[src/rtl/fetdrv_pkg.sv]
package fetdrv_pkg;
  localparam int FLT_W = 11;
  // fault bit positions
  localparam int F_UV = 0, F_OV = 1, F_OTD = 2, F_UTD = 3, F_OTC = 4, F_UTC = 5;
  localparam int F_OCD1 = 6, F_OCD2 = 7, F_OCC = 8, F_SCD = 9, F_DIAG = 10;
  localparam logic [FLT_W-1:0] DSG_SET = (11'd1 << F_UV) | (11'd1 << F_OTD) |
    (11'd1 << F_UTD) | (11'd1 << F_OCD1) | (11'd1 << F_OCD2) |
    (11'd1 << F_SCD) | (11'd1 << F_DIAG);
  localparam logic [FLT_W-1:0] CHG_SET = (11'd1 << F_OV) | (11'd1 << F_OTC) |
    (11'd1 << F_UTC) | (11'd1 << F_OCC) | (11'd1 << F_SCD) | (11'd1 << F_DIAG);

  typedef enum logic [1:0] {
    CHG_REL  = 2'b00,
    CHG_PULL = 2'b01,
    CHG_HIGH = 2'b10
  } chg_state_e;

  function automatic logic pwm_level(input logic [7:0] cnt, input logic [7:0] duty);
    return cnt < duty;
  endfunction

  function automatic logic fault_trip(input logic [FLT_W-1:0] flt,
                                      input logic [FLT_W-1:0] mask,
                                      input logic [FLT_W-1:0] relevant);
    return |(flt & mask & relevant);
  endfunction
endpackage

[src/rtl/fetdrv_pwm.sv]
module fetdrv_pwm #(
  parameter int PWM_W = 8
) (
  input  logic             clk,
  input  logic             rst_n,
  input  logic [PWM_W-1:0] period,
  input  logic [PWM_W-1:0] duty,
  output logic             level
);
  logic [PWM_W-1:0] cnt_q;

  always_ff @(posedge clk or negedge rst_n) begin
    if (!rst_n)              cnt_q <= '0;
    else if (cnt_q >= period) cnt_q <= '0;
    else                     cnt_q <= cnt_q + 1'b1;
  end

  assign level = cnt_q < duty;
endmodule

[src/rtl/fetdrv_permit.sv]
module fetdrv_permit
  import fetdrv_pkg::*;
#(
  parameter logic [FLT_W-1:0] RELEVANT = '0
) (
  input  logic [FLT_W-1:0] fault,
  input  logic [FLT_W-1:0] mask,
  input  logic             block,
  input  logic             force_on,
  input  logic             force_allow,
  input  logic             bdp,
  output logic             trip,
  output logic             permit
);
  always_comb begin
    trip   = fault_trip(fault, mask, RELEVANT);
    permit = bdp || (force_on && force_allow) || (!block && !trip);
  end
endmodule

[src/rtl/fetdrv_chg_seq.sv]
module fetdrv_chg_seq
  import fetdrv_pkg::*;
#(
  parameter int PULL_CYC = 100
) (
  input  logic       clk,
  input  logic       rst_n,
  input  logic       want_on,
  output chg_state_e state,
  output logic       pd_done
);
  localparam int CW = $clog2(PULL_CYC + 1);
  localparam logic [CW-1:0] LAST = CW'(PULL_CYC - 1);
  logic [CW-1:0] cnt_q;

  assign pd_done = (state == CHG_PULL) && (cnt_q == LAST);

  always_ff @(posedge clk or negedge rst_n) begin
    if (!rst_n) begin
      state <= CHG_REL;
      cnt_q <= '0;
    end else if (want_on) begin
      state <= CHG_HIGH;
      cnt_q <= '0;
    end else begin
      case (state)
        CHG_HIGH: begin
          state <= CHG_PULL;
          cnt_q <= '0;
        end
        CHG_PULL: begin
          if (pd_done) state <= CHG_REL;
          else         cnt_q <= cnt_q + 1'b1;
        end
        default: state <= CHG_REL;
      endcase
    end
  end
endmodule

[src/rtl/fetdrv_ctrl.sv]
module fetdrv_ctrl
  import fetdrv_pkg::*;
#(
  parameter int PWM_W    = 8,
  parameter int PULL_CYC = 100
) (
  input  logic             clk,
  input  logic             rst_n,
  input  logic [10:0]      fault_i,
  input  logic [10:0]      dsg_mask_i,
  input  logic [10:0]      chg_mask_i,
  input  logic             dsg_block_i,
  input  logic             chg_block_i,
  input  logic             dsg_force_i,
  input  logic             chg_force_i,
  input  logic             force_allow_i,
  input  logic             bdp_dsg_i,
  input  logic             bdp_chg_i,
  input  logic             charger_present_i,
  input  logic             dsg_pwm_en_i,
  input  logic             chg_pwm_en_i,
  input  logic [PWM_W-1:0] pwm_period_i,
  input  logic [PWM_W-1:0] pwm_duty_i,
  output logic             dsg_drive_o,
  output logic [1:0]       chg_state_o,
  output logic             ocd_en_o
);
  // named internal events for the checker
  logic dsg_trip, chg_trip, dsg_permit, chg_permit;
  logic pwm_lvl, dsg_want, chg_want, chg_pwm_block, pd_done;
  chg_state_e chg_state;

  fetdrv_pwm #(.PWM_W(PWM_W)) u_pwm (
    .clk(clk), .rst_n(rst_n), .period(pwm_period_i), .duty(pwm_duty_i),
    .level(pwm_lvl)
  );

  fetdrv_permit #(.RELEVANT(DSG_SET)) u_dsg_perm (
    .fault(fault_i), .mask(dsg_mask_i), .block(dsg_block_i),
    .force_on(dsg_force_i), .force_allow(force_allow_i), .bdp(bdp_dsg_i),
    .trip(dsg_trip), .permit(dsg_permit)
  );

  fetdrv_permit #(.RELEVANT(CHG_SET)) u_chg_perm (
    .fault(fault_i), .mask(chg_mask_i), .block(chg_block_i),
    .force_on(chg_force_i), .force_allow(force_allow_i), .bdp(bdp_chg_i),
    .trip(chg_trip), .permit(chg_permit)
  );

  assign chg_pwm_block = chg_pwm_en_i && charger_present_i;
  assign dsg_want = dsg_permit && (!dsg_pwm_en_i || pwm_lvl);
  assign chg_want = chg_permit && !chg_pwm_block && (!chg_pwm_en_i || pwm_lvl);

  logic dsg_q, ocd_q;
  always_ff @(posedge clk or negedge rst_n) begin
    if (!rst_n) begin
      dsg_q <= 1'b0;
      ocd_q <= 1'b0;
    end else begin
      dsg_q <= dsg_want;
      ocd_q <= dsg_want;
    end
  end

  fetdrv_chg_seq #(.PULL_CYC(PULL_CYC)) u_chg (
    .clk(clk), .rst_n(rst_n), .want_on(chg_want), .state(chg_state),
    .pd_done(pd_done)
  );

  assign dsg_drive_o = dsg_q;
  assign ocd_en_o    = ocd_q;
  assign chg_state_o = chg_state;
endmodule

[config.mk]
export PLATFORM = sky130hd
export DESIGN_NAME = fetdrv_ctrl
export DESIGN_NICKNAME = d
export VERILOG_FILES = /design/src/rtl/fetdrv_pkg.sv /design/src/rtl/fetdrv_pwm.sv /design/src/rtl/fetdrv_permit.sv /design/src/rtl/fetdrv_chg_seq.sv /design/src/rtl/fetdrv_ctrl.sv
export SDC_FILE = /design/constraint.sdc
export NUM_CORES = 1
export LEC_CHECK = 0
export BUFFER_PORTS_ARGS = -buffer_cell sky130_fd_sc_hd__buf_2
export CAP_MARGIN = 20
export CELL_PAD_IN_SITES_DETAIL_PLACEMENT = 0
export CELL_PAD_IN_SITES_GLOBAL_PLACEMENT = 1
export CORE_MARGIN = 10
export CORE_UTILIZATION = 30
export CTS_CLUSTER_SIZE = 28
export DETAILED_ROUTE_END_ITERATION = 10
export PLACE_DENSITY_LB_ADDON = 0.15
export SLEW_MARGIN = 40
export SYNTH_ARGS = -nofsm -noshare
export SYNTH_HDL_FRONTEND = slang
export SYNTH_SLANG_ARGS = --single-unit
[constraint.sdc]
create_clock -name clk -period 1.98 [get_ports clk]
set_clock_uncertainty 0.05 [all_clocks]
set_input_delay 0.099 -clock clk [delete_from_list [all_inputs] [get_ports clk]]
set_output_delay 0.099 -clock clk [all_outputs]
set_load 0.05 [all_outputs]
==> impl_table.tex <==
\begin{tabular}{lr}
\hline
Metric & Value \\
\hline
\multicolumn{2}{l}{\textbf{Logic synthesis}} \\
\quad Top cell type by total area after synthesis & sky130\_fd\_sc\_hd\_\_dfrtp\_1 \\
\quad Yosys reg bits & 18 \\
\quad Main combinational cell family by area after synthesis & compound AO/OA/AOI/OAI gates \\
\quad Basic-gate share of the synthesized area counting and, or, nand and nor cells & 17.06\% \\
\quad Post-synthesis instance area & 1445 um2 \\
\quad Xor/xnor cell area share of the yosys netlist & 4.848\% \\
\quad Portion of synthesized cell area occupied by the leading cell type & 31.17\% \\
\quad Seq/Total Area, Yosys & 31.17\% \\
\quad Adder-cell area share of the yosys netlist & between 10 and 15\% \\
\quad Most used flip-flop cell after synthesis & sky130\_fd\_sc\_hd\_\_dfrtp\_1 \\
\quad Portion of netlist area occupied by mux cells & under 10\% \\
\quad Complex-gate fraction of the synthesized area & between 20 and 25\% \\
\quad Average cell area after synthesis & between 9 and 10 um2 \\
\quad Synth warn & 0 \\
\quad Number of flops mapped to enable cells by yosys & 0 \\
\quad Cell types occupying the most area after synthesis & sky130\_fd\_sc\_hd\_\_dfrtp\_1 31\%, sky130\_fd\_sc\_hd\_\_ha\_1 15\%, sky130\_fd\_sc\_hd\_\_a211oi\_1 4.7\%, sky130\_fd\_sc\_hd\_\_inv\_1 4.4\%, sky130\_fd\_sc\_hd\_\_xor2\_1 4.2\% \\
\quad Unique masters post-synth & 45 \\
\quad Syn Nets & 237 \\
\quad Asr flop ratio synth & 100.0\% \\
\quad Synth Instances & 159 \\
\multicolumn{2}{l}{\textbf{STA}} \\
\quad Unrepaired setup endpoints after global routing & false \\
\quad Final count of pins violating max slew & 0 \\
\quad Clock period minus final worst setup slack & between 1.5 and 2 ns \\
\quad Final period utilization & 93.68\% \\
\quad PnR worst setup slack & between 0.1 and 0.15 ns \\
\quad Number of endpoints with negative hold slack in the final report & 0 \\
\quad Worst rel slew slack & 70.15\% \\
\quad Highest Clock Rate & 539.1 MHz \\
\quad Setup Viol. Count Final & 0 \\
\quad Worst Max-Slew Pin Slew & 0.4477 ns \\
\quad TNS Setup & 0 ns \\
\multicolumn{2}{l}{\textbf{Placement}} \\
\quad DP Wirelength & 3.687 mm \\
\quad Number of buffer cells added on primary ports & 55 \\
\quad RePlAce Congestion & 0.8223 \\
\quad DP Worst Slack & 0.04259 ns \\
\multicolumn{2}{l}{\textbf{Critical path}} \\
\quad Launch point of the worst reg-to-reg path & u\_pwm.cnt\_q[1]\$\_DFF\_PN0\_ \\
\quad Worst Reg-to-Reg Cells & 5 \\
\quad CP Data Arrival Time & 1.91 ns \\
\quad Register-to-register setup slack & 0.13 ns \\
\quad Endpoint of the most critical register-to-register path & u\_chg.cnt\_q[5]\$\_DFFE\_PN0P\_ \\
\quad Worst-path cell chain & ha\_1 > a2111o\_1 > a2111oi\_4 > buf\_6 > a2111oi\_1 \\
\quad Maximum cell stage delay along the critical path & 0.42 ns \\
\quad Worst setup EP type & flip-flop \\
\quad Data required time of the critical path & about 2 ns \\
\quad Startpoint class of the critical path & flip-flop \\
\quad Critical setup path kind & reg -> reg \\
\quad Crit path buffers/inverters & 1 \\
\quad Cell at the slowest stage of the critical path & sky130\_fd\_sc\_hd\_\_a2111o\_1 \\
\quad Gate family responsible for the most delay along the worst path & compound AO/OA/AOI/OAI gates \\
\quad Highest fanout seen on the critical path & 9 \\
\multicolumn{2}{l}{\textbf{Route}} \\
\quad Detailed router's first-iteration violation count & 55 \\
\quad Drt pass-1 iters & 4 \\
\quad Vias per cell & 5.189 \\
\quad Total number of vias & 1458 \\
\quad Wire length per cell after detailed routing & 15.76 um \\
\quad Post-detailed-routing wire length & 4.428 mm \\
\quad Post-route DRC violation count & 0 \\
\quad Count of antenna-violating nets left after detailed routing & 0 \\
\multicolumn{2}{l}{\textbf{Clock network}} \\
\quad CTS Buffer Depth & 2 \\
\quad Clock-pin slew of the registers on the worst-case setup and hold paths & 0.07 ns \\
\quad Clock sink count & 18 \\
\quad Post-CTS Setup Bufs & 0 \\
\quad Insertion delay of the later-clocked pin in the worst-skew pair & 0.25 ns \\
\quad CTS Buf Count & 3 \\
\quad Clock tree from TritonCTS & built \\
\quad Root Buffer Master & sky130\_fd\_sc\_hd\_\_clkbuf\_8 \\
\quad Clock H-tree levels & 1 \\
\multicolumn{2}{l}{\textbf{Min path}} \\
\quad Cell count of the worst hold path & 4 \\
\quad Kind of path behind the tightest hold check & in -> reg \\
\quad Capture endpoint of the worst hold path & dsg\_drive\_o\$\_DFF\_PN0\_ \\
\quad HP Start & dsg\_block\_i \\
\multicolumn{2}{l}{\textbf{Global route}} \\
\quad Overall track demand over capacity in global routing & 11.22\% \\
\quad Grt peak-use layer & met2 \\
\quad GR Layer Usage met3 & 1.823\% \\
\quad First-pass GRT wire length & 7.065 mm \\
\quad Sum of overflow across all layers after global routing & 0 \\
\quad Met1 capacity usage during global routing & between 10\% and 20\% \\
\quad Number of antenna violations at the first check in global routing & 0 \\
\quad Met2 routing resource usage after global routing & 21.91\% \\
\quad Maximum number of pins on one net before global-route repair & 19 \\
\quad Via count of the first global-routing pass & 1497 \\
\multicolumn{2}{l}{\textbf{Floorplanning}} \\
\quad \# rows & 25 \\
\quad Die boundary width & a little under 90 um \\
\quad Die area & 7993 um2 \\
\quad Top-level port count & 65 \\
\quad Floorplan Core Area & 4692 um2 \\
\quad Die outline height & approximately 89 um \\
\quad Initial Utilization & 30.80\% \\
\multicolumn{2}{l}{\textbf{Layout}} \\
\quad Ratio of cells with drive above 1 in the final layout & 34.36\% \\
\quad Diodes inserted & 0 \\
\quad Number of nets in the final layout & 306 \\
\quad P\&R area growth vs syn & 34.20\% \\
\multicolumn{2}{l}{\textbf{Pwr}} \\
\quad Leak pwr & 0.9875 nW \\
\quad Power Dens Cells & 835.3 nW/um2 \\
\quad Worst ir drop on vdd & 261.4 uV \\
\multicolumn{2}{l}{\textbf{Status}} \\
\quad Status & finished, final reports clean \\
\multicolumn{2}{l}{\textbf{Flow run}} \\
\quad Number of maximum-capacitance constraint violations & 0 \\
\hline
\end{tabular}
[cell type report]
type	count	area, um2
multi-input combinational	118	909.6
fill	472	2753
clock buffer	4	55.05
tap	54	67.56
sequential	18	450.4
inverter	18	67.56
timing repair buffer	69	389.1
[through the flow]
stage / hold WS (ns) / area, um2 / power [mW] / cells / utilization, %
after global placement: 0.009012 / 1856 / 1.284 / 275 / 39.55
after CTS: 0.08545 / 1931 / 1.640 / 281 / 41.15
final: 0.08709 / 1939 / 1.620 / 281 / 41.33
after detailed placement: 0.01333 / 1856 / 1.329 / 275 / 39.55
after floorplan: -0.2466 / 1445 / 0.9941 / 159 / -
after global routing: 0.09270 / 1939 / 1.762 / 281 / 41.33
[how the worst max path moves through the flow]
| stage | start | endpoint | slack (ns) | cells after the start |
|---|---|---|---|---|
| after detailed placement | u_pwm.cnt_q[7]$_DFF_PN0_ | u_chg.cnt_q[5]$_DFFE_PN0P_ | 0.04 | 6 |
| after CTS | u_pwm.cnt_q[7]$_DFF_PN0_ | u_chg.cnt_q[5]$_DFFE_PN0P_ | 0.008 | 6 |
| after floorplan | u_pwm.cnt_q[1]$_DFF_PN0_ | u_chg.cnt_q[5]$_DFFE_PN0P_ | 0.12 | 4 |
| final | u_pwm.cnt_q[1]$_DFF_PN0_ | u_chg.cnt_q[5]$_DFFE_PN0P_ | 0.13 | 5 |
| after global routing | u_pwm.cnt_q[0]$_DFF_PN0_ | u_pwm.cnt_q[1]$_DFF_PN0_ | 0.01 | 7 |
| after global placement | u_pwm.cnt_q[7]$_DFF_PN0_ | u_chg.cnt_q[5]$_DFFE_PN0P_ | 0.08 | 6 |
[registers in the layout, indices dropped and copies added (netlist names)]
register	cells
u_chg.state	2
u_pwm.cnt_q	8
dsg_drive_o	1
u_chg.cnt_q	7
[Yosys cell counts (2+ instances only)]
cell type / instances
sky130_fd_sc_hd__a32oi_1: 3
sky130_fd_sc_hd__nand3_1: 12
sky130_fd_sc_hd__o21bai_1: 2
sky130_fd_sc_hd__nor2_1: 3
sky130_fd_sc_hd__nor3_1: 4
sky130_fd_sc_hd__a21o_1: 2
sky130_fd_sc_hd__a22o_1: 2
sky130_fd_sc_hd__nand4_1: 2
sky130_fd_sc_hd__ha_1: 17
sky130_fd_sc_hd__nand2b_1: 2
sky130_fd_sc_hd__and3_1: 2
sky130_fd_sc_hd__nand2_1: 9
sky130_fd_sc_hd__a21oi_1: 8
sky130_fd_sc_hd__a311oi_1: 2
sky130_fd_sc_hd__a211oi_1: 9
sky130_fd_sc_hd__xor2_1: 7
sky130_fd_sc_hd__a22oi_1: 3
sky130_fd_sc_hd__o21ai_0: 7
sky130_fd_sc_hd__clkbuf_1: 4
sky130_fd_sc_hd__inv_1: 17
sky130_fd_sc_hd__dfrtp_1: 18
[power by group]
group	internal, mW	switching [mW]	leakage (nW)
Clock	0.176	0.123	0.0288
Combinational	0.365	0.421	0.724
Sequential	0.444	0.0890	0.235
Total	0.986	0.634	0.988
[worst reg2reg max path: cells and delay by family, from the launching register on]
kind	cells	cell delay, ns
buffers and inverters	1	0.19
adder cells (fa/ha/maj)	1	0.28
flip-flops	1	0.39
AO/OA/AOI/OAI	3	0.81
[cells in the final DEF (no fill, tap or decap), types with 3 or more instances in the layout]
cell and instances:
sky130_fd_sc_hd__nand3_1 12, sky130_fd_sc_hd__nor2_1 3, sky130_fd_sc_hd__a22oi_1 3, sky130_fd_sc_hd__buf_4 11
sky130_fd_sc_hd__ha_1 17, sky130_fd_sc_hd__buf_2 55, sky130_fd_sc_hd__a211oi_1 9, sky130_fd_sc_hd__clkbuf_8 4
sky130_fd_sc_hd__a21oi_1 7, sky130_fd_sc_hd__a32oi_1 3, sky130_fd_sc_hd__o21ai_0 6, sky130_fd_sc_hd__nand2_1 9
sky130_fd_sc_hd__dfrtp_1 18, sky130_fd_sc_hd__xor2_1 7, sky130_fd_sc_hd__inv_1 17, sky130_fd_sc_hd__nor3_1 4
[cell families (layout without fill, tap and decap cells)]
| kind of cell | Yosys count | in the layout |
|---|---|---|
| flip-flops | 18 | 18 |
| AND/OR/NAND/NOR | 44 | 44 |
| AO/OA/AOI/OAI | 47 | 47 |
| multiplexers | 2 | 2 |
| adder cells (fa/ha/maj) | 17 | 17 |
| XOR/XNOR | 8 | 8 |
| buffers and inverters | 23 | 91 |
[metal layers]
metal  vias up  routed length [um]
met5         -                   0
met4         0                  68
met3         6                 142
met2        25                2509
met1       693                1708
li1        734                   -
[timing repair]
item,in CTS,in global routing
endpoints found under the hold margin,19,0
setup endpoints to repair,0,2
hold buffers,2,0
gates resized for setup,0,4
Power figures use the tool's default switching activity.
